**config.mk**
```make
export PLATFORM = sky130hd
export DESIGN_NAME = stdp_updater
export DESIGN_NICKNAME = d
export VERILOG_FILES = /design/src/rtl/stdp_updater.sv
export SDC_FILE = /design/constraint.sdc
export NUM_CORES = 1
export LEC_CHECK = 0
export BUFFER_PORTS_ARGS = -buffer_cell sky130_fd_sc_hd__buf_2
export CORE_MARGIN = 4
export CORE_UTILIZATION = 40
export CTS_BUF_LIST = sky130_fd_sc_hd__clkbuf_4 sky130_fd_sc_hd__clkbuf_8
export DETAILED_ROUTE_END_ITERATION = 16
export MAX_ROUTING_LAYER = met4
export PLACE_DENSITY = 0.58
export SLEW_MARGIN = 20
export SYNTH_ARGS = -nofsm -noshare
export SYNTH_HDL_FRONTEND = slang
export SYNTH_SLANG_ARGS = --single-unit
```
**constraint.sdc**
```tcl
create_clock -name clk -period 3.3 [get_ports clk]
set_clock_uncertainty 0.15 [all_clocks]
set_input_delay 0.165 -clock clk [delete_from_list [all_inputs] [get_ports clk]]
set_output_delay 0.165 -clock clk [all_outputs]
set_load 0.05 [all_outputs]
```
**src/rtl/stdp_updater.sv**
```systemverilog
module stdp_updater #(
  parameter int NSYN  = 8,
  parameter int WBITS = 4,
  parameter int TBITS = 8,
  parameter int WIN   = 16,
  localparam int AW   = (NSYN > 1) ? $clog2(NSYN) : 1
) (
  input  logic             clk,
  input  logic             rst_n,
  input  logic             pre_spk,
  input  logic             post_spk,
  input  logic [AW-1:0]    syn_addr,
  input  logic [TBITS-1:0] now,
  output logic [AW-1:0]    wt_raddr,
  input  logic [WBITS-1:0] wt_rdata,
  output logic             wt_we,
  output logic [AW-1:0]    wt_waddr,
  output logic [WBITS-1:0] wt_wdata
);
  localparam int WMAX = (1 << WBITS) - 1;
  localparam int SMAX = (WBITS >= 3) ? WMAX / 4 : 1;
  localparam int DW   = $clog2(WIN);

  logic [WBITS-1:0] step_tab [WIN];
  for (genvar g = 0; g < WIN; g++) begin : g_step
    localparam int SV = (g == 0) ? 0 : ((WIN - g) * SMAX + WIN - 1) / WIN;
    assign step_tab[g] = WBITS'(SV);
  end

  logic [TBITS-1:0] pre_ts  [NSYN];
  logic [TBITS-1:0] post_ts [NSYN];
  logic [NSYN-1:0]  pre_seen, post_seen;

  wire only_pre  = pre_spk & ~post_spk;
  wire only_post = post_spk & ~pre_spk;

  wire [TBITS-1:0] other_ts   = only_pre ? post_ts[syn_addr] : pre_ts[syn_addr];
  wire             other_seen = only_pre ? post_seen[syn_addr] : pre_seen[syn_addr];
  wire [TBITS-1:0] dt         = now - other_ts;
  wire             in_win     = (only_pre | only_post) & other_seen &
                                (dt != '0) & (32'(dt) < WIN);

  logic             s1_v, s1_up, s1_fwd;
  logic [AW-1:0]    s1_addr;
  logic [WBITS-1:0] s1_step, s1_fdata;

  wire [WBITS-1:0] base   = s1_fwd ? s1_fdata : wt_rdata;
  wire [WBITS:0]   up_sum = {1'b0, base} + {1'b0, s1_step};
  wire [WBITS-1:0] up_res = up_sum[WBITS] ? WBITS'(WMAX) : up_sum[WBITS-1:0];
  wire [WBITS-1:0] dn_res = (base < s1_step) ? '0 : base - s1_step;

  assign wt_raddr = syn_addr;
  assign wt_we    = s1_v;
  assign wt_waddr = s1_addr;
  assign wt_wdata = s1_up ? up_res : dn_res;

  always_ff @(posedge clk or negedge rst_n) begin
    if (!rst_n) begin
      s1_v     <= 1'b0;
      s1_up    <= 1'b0;
      s1_fwd   <= 1'b0;
      s1_addr  <= '0;
      s1_step  <= '0;
      s1_fdata <= '0;
    end else begin
      s1_v     <= in_win;
      s1_up    <= only_post;
      s1_addr  <= syn_addr;
      s1_step  <= step_tab[dt[DW-1:0]];
      s1_fwd   <= s1_v & (s1_addr == syn_addr);
      s1_fdata <= wt_wdata;
    end
  end

  always_ff @(posedge clk or negedge rst_n) begin
    if (!rst_n) begin
      pre_seen  <= '0;
      post_seen <= '0;
    end else begin
      if (pre_spk)  pre_seen[syn_addr]  <= 1'b1;
      if (post_spk) post_seen[syn_addr] <= 1'b1;
    end
  end

  always_ff @(posedge clk) begin
    if (pre_spk)  pre_ts[syn_addr]  <= now;
    if (post_spk) post_ts[syn_addr] <= now;
  end

  AST_WRITE_NEEDS_SINGLE: assert property (@(posedge clk) disable iff (!rst_n)
    wt_we |-> $past(pre_spk ^ post_spk));
  AST_PAIR_NO_WRITE: assert property (@(posedge clk) disable iff (!rst_n)
    (pre_spk && post_spk) |=> !wt_we);
  AST_UP_RISES: assert property (@(posedge clk) disable iff (!rst_n)
    (wt_we && s1_up && base != WBITS'(WMAX)) |-> wt_wdata > base);
  AST_DOWN_FALLS: assert property (@(posedge clk) disable iff (!rst_n)
    (wt_we && !s1_up && base != '0) |-> wt_wdata < base);
  AST_STEP_NONZERO: assert property (@(posedge clk) disable iff (!rst_n)
    wt_we |-> s1_step != '0);
  AST_WRITE_NEXT_CYCLE: assert property (@(posedge clk) disable iff (!rst_n)
    wt_we |-> wt_waddr == $past(syn_addr));
endmodule

```
==> flow_summary.yaml, run 1 <==
timing:
  slew_headroom_pct: 50.4
  hold_viol: 0
  hold_ws_ns: 0.0568
  drv_slew: 0
  tightest_slew_ns: 0.743
  max_freq_mhz: 321
  rsz0062_at_grt: "false"
  setup_slack_ns: 0.188
  finalCriticalPeriod_ns: 3.11
  fin_crit_sh_pct: 94.3
  setup_viol: 0
critical_path:
  startpoint_type: "flop"
  path_class: "reg -> out"
  worstPathArrival_ns: 2.80
  cp_max_fo: 4
  worst_ep_required_time_ns: 2.98
  endpoint_kind: "output port"
yosys:
  synth_top_family_by_area: "compound AO/OA/AOI/OAI gates"
  async_flop_share_pct: 17.9
  synth_fa_ha_area_share_pct: 3.64
  synth-xor-area-share_pct: 1.02
  synth_edf_count: 128
  synthSimpleGateAreaFrac_pct: 8.20
  yosys_warnings: 0
  synth-compound-area-share_pct: 9.07
  syn_area_um2: 6730
  synth_cells: 457
  syn_nets: 493
  ys_ff_latch: 156
  synth_ff_type: "edfxtp_1"
  synth_cell_type_count: 50
  synth_area_per_cell_um2: 14.7
  yosys-mux-area-fraction_pct: 8.33
  yosysSeqAreaShare_pct: 67.5
global_route:
  grt_max_degree: 29
  antenna_found_initial: 1
  grt_use_met2_pct: 29.6
  grt_pass1_wl_um: 25500
  grt.overflow.total: 0
  grt_pass1_vias: 4269
  use_met3_pct: 4.02
  top_usage_layer: "met2"
  grt_util_all_layers_pct: 19.3
  use_met1_pct: 26.1
clock_tree:
  clk_latency_ns: 0.46
  cts-root-buf: "clkbuf_8"
  clkTransAtPathRegs_ns: 0.09
  cts.path.max_buffers: 2
  cts.sinks: 156
  htreeDepth: 4
  cts_buffers: 17
  cts_tree: "yes"
detailed_routing:
  drt_pass1_iterations: 5
  drt-initial-drc-count: 389
  route.detailed.drc: 0
  wl_per_cell_um: 21.6
  vias: 4128
  wirelength_um: 16500
  antenna_left: 0
  drt-vias-per-instance: 5.41
floorplan:
  die-area_um2: 19000
  core_area_um2: 16500
  dieWidth_um: 138
  rows: 47
  io_pins: 30
  die_h_um: 138
  initial_core_util_pct: 40.7
place:
  port_buffers: 29
  pre_cts_ws_ns: -0.0354
  dp_hpwl_um: 11100
  gp_congestion: 0.871
cells_and_area:
  diodes: 0
  fillers: 1421
  multi_input_area_um2: 2070
  nets: 566
  seq_area_um2: 4540
  area_growth_pct: 17.2
  drive_gt1_share_pct: 23.0
worst_hold_path:
  hold_class: "in -> reg"
power:
  leakage_nw: 2.83
  peakVddDrop_mv: 0.287
  p_per_area_nw_per_um2: 552
run_status:
  outcome: "finished clean"
run:
  cap_viol_max_count: 0
==> cell usage after synthesis, types with 7 or more instances <==
cell type / n / share of area [%]
mux4_2: 9 / 3.0
dfrtp_1: 28 / 10
a221oi_1: 10 / 1.3
a22oi_1: 8 / 0.89
inv_1: 14 / 0.78
nor3_1: 7 / 0.52
nor2_1: 20 / 1.1
clkbuf_1: 15 / 0.84
ha_1: 14 / 2.6
o211ai_1: 8 / 0.89
edfxtp_1: 128 / 57
and3_1: 13 / 1.2
nand2_1: 22 / 1.2
o21ai_0: 12 / 0.89
a21oi_1: 18 / 1.3
mux2_2: 12 / 2.0
or2_1: 16 / 1.5
nand3_1: 7 / 0.52
mux2i_1: 20 / 3.0
==> kinds of logic after synthesis <==
kind of cell,Yosys count
flip-flops,156
AND/OR/NAND/NOR,107
AO/OA/AOI/OAI,89
multiplexers,43
buffers and inverters,37
adder cells (fa/ha/maj),18
XOR/XNOR,7
==> worst max-delay path: stages, from the launching register on <==
cell and delay [ns]:
dfrtp_1 0.46, mux2i_1 0.17, inv_1 0.07, ha_1 0.15, inv_1 0.06, fa_1 0.42
or3_1 0.42, nand2_1 0.08, nand2_1 0.05, o21ai_0 0.12, buf_2 0.32
==> layout by cell type (no fill, tap or decap), types with 6 or more instances in the layout <==
cell type,Yosys,routed
buf_4,3,35
nor2b_1,6,6
buf_2,1,29
dfrtp_1,28,28
a221oi_1,10,10
inv_1,14,14
nand2_1,22,22
a22oi_1,8,8
and2_1,6,6
dlygate4sd3_1,0,11
o21ai_0,12,11
clkbuf_8,0,17
edfxtp_1,128,128
mux2i_1,20,19
a21oi_1,18,18
mux2_2,12,12
nor3_1,7,7
and3_1,13,13
mux4_2,9,9
o211ai_1,8,8
nand3_1,7,7
or2_1,16,16
ha_1,14,14
nor2_1,20,20
==> state kept, by name, summed over array words and instances (netlist names), 2 cells and up <==
name / flops
post_seen: 8
post_ts: 64
pre_seen: 8
pre_ts: 64
s1_fdata: 4
s1_step: 2
wt_waddr: 3
==> path summary, 6_finish.rpt <==
| check | startpoint | endpoint | slack [ns] | cells after the start |
|---|---|---|---|---|
| max | s1_fwd$_DFF_PN0_ | wt_wdata[0] | 0.19 | 10 |
| min | syn_addr[1] | wt_waddr[1]$_DFF_PN0_ | 0.06 | 2 |
| max reg2reg | post_ts[4][0]$_DFFE_PP_ | s1_step[1]$_DFF_PN0_ | 0.25 | 11 |
| min reg2reg | pre_seen[6]$_DFFE_PN0P_ | pre_seen[6]$_DFFE_PN0P_ | 0.32 | 1 |
| max in group asynchronous | rst_n | pre_seen[6]$_DFFE_PN0P_ | 2.37 | 2 |
| min in group asynchronous | rst_n | post_seen[4]$_DFFE_PN0P_ | 0.14 | 2 |
==> per-layer routing <==
layer	vias up	share of wire (%)
met5	-	0
met4	0	2.1
met3	28	5.0
met2	122	47
met1	2083	46
li1	1895	-
==> cell type report <==
cell class	count	area share, %
clock inverters	13	1.81
multi-input cells	264	26.2
inverters	14	0.666
repair buffers	77	7.07
clock buffers	19	3.16
flip-flops and latches	156	57.6
well taps	220	3.49
==> metrics by stage <==
step	utilization, %	total power [W]	cell area, um2	cells	TNS, ns
after global placement	44.6	0.00295	7360	720	-0.0638
after detailed placement	44.6	0.00297	7360	720	-0.0354
after global routing	47.7	0.00454	7890	763	0
after floorplan	-	0.00274	6770	457	0
after CTS	47.6	0.00438	7860	763	0
final	47.7	0.00435	7890	763	0
==> repair_timing <==
item                       in CTS  in global routing
hold endpoints to repair      158                  0
gates resized for setup         0                  6
setup endpoints to repair       0                  3
setup buffers                   0                  0
hold buffers                   11                  0
==> where the power goes <==
group	internal [W]	leakage (nW)	switching (W)
Combinational	0.000252	1.19	0.000426
Clock	0.000691	0.189	0.000722
Sequential	0.00223	1.45	0.0000356
Total	0.00317	2.83	0.00118
No activity file was read; power rests on OpenSTA's default activity.
==> inputs of run 2 (changes only) <==
==> constraint.sdc (replaced) <==
create_clock -name clk -period 3.3 [get_ports clk]
set_clock_uncertainty 0.15 [all_clocks]
set_input_delay 0.165 -clock clk [delete_from_list [all_inputs] [get_ports clk]]
set_output_delay 0.165 -clock clk [all_outputs]
set_load 0.005 [all_outputs]
==> run 2 against run 1 <==
Compared with the run above:
- die area is the same
- wire length fell by 0.25%
- final area about the same
- critical path depth increased by 5
- count of clock-buffer cells in the layout unchanged
- maximum frequency fell by 0.63%
- critical endpoint is now wt_we$_DFF_PN0_
==> flow_summary.yaml, run 2 (synthesized netlist as in run 1, its figures left out) <==
critical_path:
  crit_path_frequent_cell: "ha_1"
  rrSetupSlack_ns: 0.24
  startpoint_type: "input pin"
  cp_slowest_cell: "dlygate4sd3_1"
  endpoint_kind: "flop"
  crit_chain: "dlygate4sd3_1, buf_2, inv_1, ha_1, buf_4, a221oi_1, nand2_1, o21ai_1, ha_1, o21a_1, o31a_1, o21ai_0, nand2b_1, or3_1, a2111oi_2"
  worstPathArrival_ns: 3.34
  reg2reg_to: "s1_step[1]$_DFF_PN0_"
  crit_family: "compound AO/OA/AOI/OAI gates"
  timing.rr.start: "post_ts[4][0]$_DFFE_PP_"
  cp_max_fo: 8
  reg2reg_depth: 11
  path_class: "in -> reg"
  max_stage_delay_ns: 0.52
  path_buf_inv: 4
  worst_ep_required_time_ns: 3.51
timing:
  slew_headroom_pct: 50.6
  hold_ws_ns: 0.0610
  hold_viol: 0
  drv_slew: 0
  fin_crit_sh_pct: 94.9
  max_freq_mhz: 319
  setup_viol: 0
  tightest_slew_ns: 0.741
  finalCriticalPeriod_ns: 3.13
  rsz0062_at_grt: "false"
power:
  p_per_area_nw_per_um2: 540
  netSwitchingFraction_pct: 25.5
  p_seq_share_pct: 53.2
  p_switching_w: 0.00109
  p_int_w: 0.00317
  peakVddDrop_mv: 0.283
  power_frac_clock_pct: 33.1
  leakage_nw: 2.83
  p_comb_share_pct: 13.8
detailed_routing:
  drt-initial-drc-count: 404
  wl_per_cell_um: 21.6
  drt-vias-per-instance: 5.45
  antenna_left: 0
  drt_pass1_iterations: 6
  wirelength_um: 16400
  route.detailed.drc: 0
  vias: 4160
clock_tree:
  cts_tree: "yes"
  post_cts_buffers: 0
  cts.path.max_buffers: 2
  cts-root-buf: "clkbuf_8"
  cts.sinks: 156
  htreeDepth: 4
  clkTransAtPathRegs_ns: 0.09
  cts_buffers: 17
  clk_latency_ns: 0.46
cells_and_area:
  final_area_um2: 7880
  reg_top3: "post_ts x64, pre_ts x64"
  area_growth_pct: 17.1
  nets: 566
  final_common_cell: "edfxtp_1"
  drive_gt1_share_pct: 22.8
  diodes: 0
  layout_common_cells: "edfxtp_1, buf_4, buf_2"
worst_hold_path:
  min_delay_worst_endpoint: "wt_waddr[1]$_DFF_PN0_"
  holdPathStages: 2
  hold_class: "in -> reg"
  hold_start: "syn_addr[1]"
floorplan:
  initial_core_util_pct: 40.7
  core_area_um2: 16500
  dieWidth_um: 138
  die_h_um: 138
  io_pins: 30
  rows: 47
  die-area_um2: 19000
global_route:
  grt.overflow.total: 0
  antenna_found_initial: 1
  grt_pass1_wl_um: 25500
  grt_util_all_layers_pct: 19.3
  grt_pass1_vias: 4269
  grt_max_degree: 29
run:
  cap_viol_max_count: 0
run_status:
  outcome: "finished clean"
place:
  port_buffers: 29
  gp_congestion: 0.871
  dpl_cell_area_um2: 7360
  dp_hpwl_um: 11100
[run 2: worst max-delay path by stage]
| stage | from | depth (start not counted) | slack [ns] | to |
|---|---|---|---|---|
| finish | post_spk | 15 | 0.17 | wt_we$_DFF_PN0_ |
| detailed placement | syn_addr[0] | 14 | -0.04 | wt_we$_DFF_PN0_ |
| CTS | post_spk | 17 | 0.10 | wt_we$_DFF_PN0_ |
| global route | post_spk | 15 | 0.01 | wt_we$_DFF_PN0_ |
| global placement | syn_addr[0] | 14 | -0.06 | wt_we$_DFF_PN0_ |
| floorplan | syn_addr[1] | 14 | 0.03 | wt_we$_DFF_PN0_ |
[run 2: cell type report]
cell class | instances | area [um2]
well taps | 220 | 275
fillers | 1423 | 8640
clock inverters | 13 | 143
repair buffers | 77 | 558
clock buffers | 19 | 249
multi-input cells | 264 | 2060
flip-flops and latches | 156 | 4540
inverters | 14 | 52.6
[run 2: repair_timing]
action | in CTS | in global routing
endpoints found under the hold margin | 158 | 0
resized for setup | 0 | 5
hold buffers | 11 | 0
endpoints found under the setup margin | 0 | 2
[run 2: worst register-to-register path, delay by kind of cell (launching register included)]
kind	cells	cell delay, ns
simple gates	1	0.31
flops	1	0.38
fa+ha+maj	2	0.64
mux	1	0.28
compound gates	5	0.92
buf+inv	2	0.25
[run 2: per-layer routing]
layer	wire length, um	track usage [%]	up-vias	share of wire [%]
li1	-	-	1895	-
met1	7500	26.1	2110	46
met2	7920	29.6	134	48
met3	754	4.02	21	4.6
met4	273	5.82	0	1.7
met5	0	-	-	0
[run 2: power by group through the flow]
stage	Clock (W)	Sequential (W)	Combinational (W)
after floorplan	0	0.00230	0.000356
after global placement	0	0.00231	0.000554
after detailed placement	0	0.00231	0.000570
after CTS	0.00144	0.00226	0.000582
after global routing	0.00152	0.00227	0.000651
final	0.00141	0.00226	0.000586
[run 2: stage by stage]
step	setup slack, ns	std cells	util, %	TNS (ns)	total power, W
6_report	0.169	763	47.7	0	0.00426
5_1_grt	0.0104	763	47.7	0	0.00445
4_1_cts	0.102	763	47.6	0	0.00429
3_5_place_dp	-0.0354	720	44.6	-0.0354	0.00288
3_3_place_gp	-0.0638	720	44.6	-0.0638	0.00286
2_1_floorplan	0.0305	457	-	0	0.00265
==> inputs of run 3 (changes only) <==
--- a/config.mk
+++ b/config.mk
@@ -11,7 +11,7 @@
 export CTS_BUF_LIST = sky130_fd_sc_hd__clkbuf_4 sky130_fd_sc_hd__clkbuf_8
 export DETAILED_ROUTE_END_ITERATION = 16
 export MAX_ROUTING_LAYER = met4
-export PLACE_DENSITY = 0.58
+export PLACE_DENSITY = 0.6
 export SLEW_MARGIN = 20
 export SYNTH_ARGS = -nofsm -noshare
 export SYNTH_HDL_FRONTEND = slang
==> run 3 against run 2 <==
Compared with the run above:
- final cell count grew 0.39%
- core utilization up 0.42 points
- sequential share of layout area decreased by 0.50 points
- sequential cell count is the same
- via count up 0.24%
- combinational power about the same
- clock power increased by 14%
- die area unchanged
- largest power group unchanged
==> flow_summary.yaml, run 3 (synthesized netlist as in run 1, its figures left out) <==
run_status:
  outcome: "finished clean"
clock_tree:
  clkTransAtPathRegs_ns: 0.08
  cts.sinks: 156
  cts.path.max_buffers: 2
  cts_buffers: 17
  htreeDepth: 4
  clk_latency_ns: 0.45
  cts_tree: "yes"
  cts-root-buf: "clkbuf_8"
  post_cts_buffers: 0
timing:
  slew_headroom_pct: 50.1
  drv_slew: 0
  setup_slack_ns: 0.244
  hold_viol: 0
  fin_crit_sh_pct: 92.6
  rsz0062_at_grt: "false"
  setup_viol: 0
  finalCriticalPeriod_ns: 3.06
  tightest_slew_ns: 0.748
  max_freq_mhz: 327
worst_hold_path:
  holdPathStages: 2
  hold_class: "in -> reg"
place:
  dpl.cell_count: 724
  dpl_cell_area_um2: 7390
  port_buffers: 29
  pre_cts_ws_ns: -0.0915
  gp_congestion: 0.900
  dp_hpwl_um: 11000
critical_path:
  crit_chain: "mux2_2, a221oi_1, o21ai_0, nand2_1, a211oi_2, ha_1, inv_1, fa_1, a21o_1, a21oi_1, o21ai_0, nor2_1, o221ai_1, a2111oi_2"
  path_class: "reg -> reg"
  max_stage_delay_ns: 0.40
  reg2reg_depth: 14
  path_buf_inv: 1
  startpoint: "post_ts[4][0]$_DFFE_PP_"
  rrSetupSlack_ns: 0.24
  critPathCapture: "wt_we$_DFF_PN0_"
  path_depth: 14
  endpoint_kind: "flop"
  crit_family: "compound AO/OA/AOI/OAI gates"
  reg2reg_to: "wt_we$_DFF_PN0_"
  startpoint_type: "flop"
  timing.rr.start: "post_ts[4][0]$_DFFE_PP_"
  worst_ep_required_time_ns: 3.49
  cp_slowest_cell: "fa_1"
  worstPathArrival_ns: 3.24
  cp_max_fo: 2
  crit_path_frequent_cell: "o21ai_0"
detailed_routing:
  route.detailed.drc: 0
  drt-initial-drc-count: 383
  drt_pass1_iterations: 5
  vias: 4170
  wl_per_cell_um: 21.1
  wirelength_um: 16200
  drt-vias-per-instance: 5.44
  antenna_left: 0
cells_and_area:
  nets: 569
  area_growth_pct: 18.1
  reg_top3: "post_ts x64, pre_ts x64"
  final_area_um2: 7950
  layout_common_cells: "edfxtp_1, buf_4, buf_2"
  final_common_cell: "edfxtp_1"
  final_cells: 766
  drive_gt1_share_pct: 22.9
  diodes: 0
power:
  peakVddDrop_mv: 0.421
  netSwitchingFraction_pct: 23.9
  p_seq_share_pct: 50.8
  power_frac_clock_pct: 36.0
  p_switching_w: 0.00106
  leakage_nw: 2.87
  p_int_w: 0.00340
  p_comb_share_pct: 13.2
  p_per_area_nw_per_um2: 561
global_route:
  grt_util_all_layers_pct: 18.7
  antenna_found_initial: 0
  grt_max_degree: 29
  grt.overflow.total: 0
  grt_pass1_vias: 4256
  grt_pass1_wl_um: 24800
floorplan:
  initial_core_util_pct: 40.7
  die_h_um: 138
  rows: 47
  dieWidth_um: 138
  core_area_um2: 16500
  io_pins: 30
  die-area_um2: 19000
run:
  cap_viol_max_count: 0
[run 3: changes by cell type in the layout (fill, tap and decap cells not counted), sizes merged]
cell         previous run  this run
buf                    66        70
bufinv                  2         5
clkbuf                 19        18
clkinv                  6         4
clkinvlp                3         4
dlygate4sd3            11        10
inv                    16        15
[run 3: stage by stage]
stage          total power (W)  hold WS, ns  util [%]  setup TNS (ns)
2_1_floorplan          0.00265       -0.281         -               0
3_3_place_gp           0.00287       0.0653      44.7               0
3_5_place_dp           0.00289       0.0733      44.7         -0.0915
4_1_cts                0.00449      0.00583      48.1               0
5_1_grt                0.00466       0.0270      48.1               0
6_report               0.00446       0.0564      48.1               0
[run 3: what timing repair did]
| item | CTS | global route |
|---|---|---|
| hold buffers | 10 | 0 |
| setup endpoints to repair | 0 | 1 |
| endpoints found under the hold margin | 157 | 0 |
| resized for setup | 0 | 1 |
[run 3: final cells by class]
cell class	instances	area, um2
fillers	1422	8570
clock buffers	18	241
flip-flops and latches	156	4540
multi-input cells	264	2040
clock inverters	14	219
inverters	14	52.6
repair buffers	80	578
well taps	220	275
[run 3: power groups by stage]
| stage | sequential (W) | clock (W) | combinational (W) |
|---|---|---|---|
| floorplan | 0.00230 | 0 | 0.000356 |
| global placement | 0.00230 | 0 | 0.000561 |
| detailed placement | 0.00231 | 0 | 0.000577 |
| CTS | 0.00227 | 0.00164 | 0.000589 |
| global route | 0.00227 | 0.00173 | 0.000654 |
| finish | 0.00227 | 0.00161 | 0.000587 |
[run 3: worst min-delay path by stage]
stage / from / end / slack, ns
detailed placement: rst_n / s1_fdata[2]$_DFF_PN0_ / 0.07
finish: syn_addr[1] / wt_waddr[1]$_DFF_PN0_ / 0.06
floorplan: rst_n / post_seen[0]$_DFFE_PN0P_ / -0.28
global placement: rst_n / s1_fdata[2]$_DFF_PN0_ / 0.07
global route: syn_addr[1] / wt_waddr[1]$_DFF_PN0_ / 0.03
CTS: syn_addr[1] / wt_waddr[1]$_DFF_PN0_ / 0.006
[run 3: routing by layer]
layer  global-route usage, %  vias to the layer above  part of all wire [%]
met5                       -                        -                     0
met4                    6.37                        0                   2.5
met3                    4.60                       22                   5.7
met2                    29.4                      136                    48
met1                    23.8                     2107                    44
li1                        -                     1905                     -
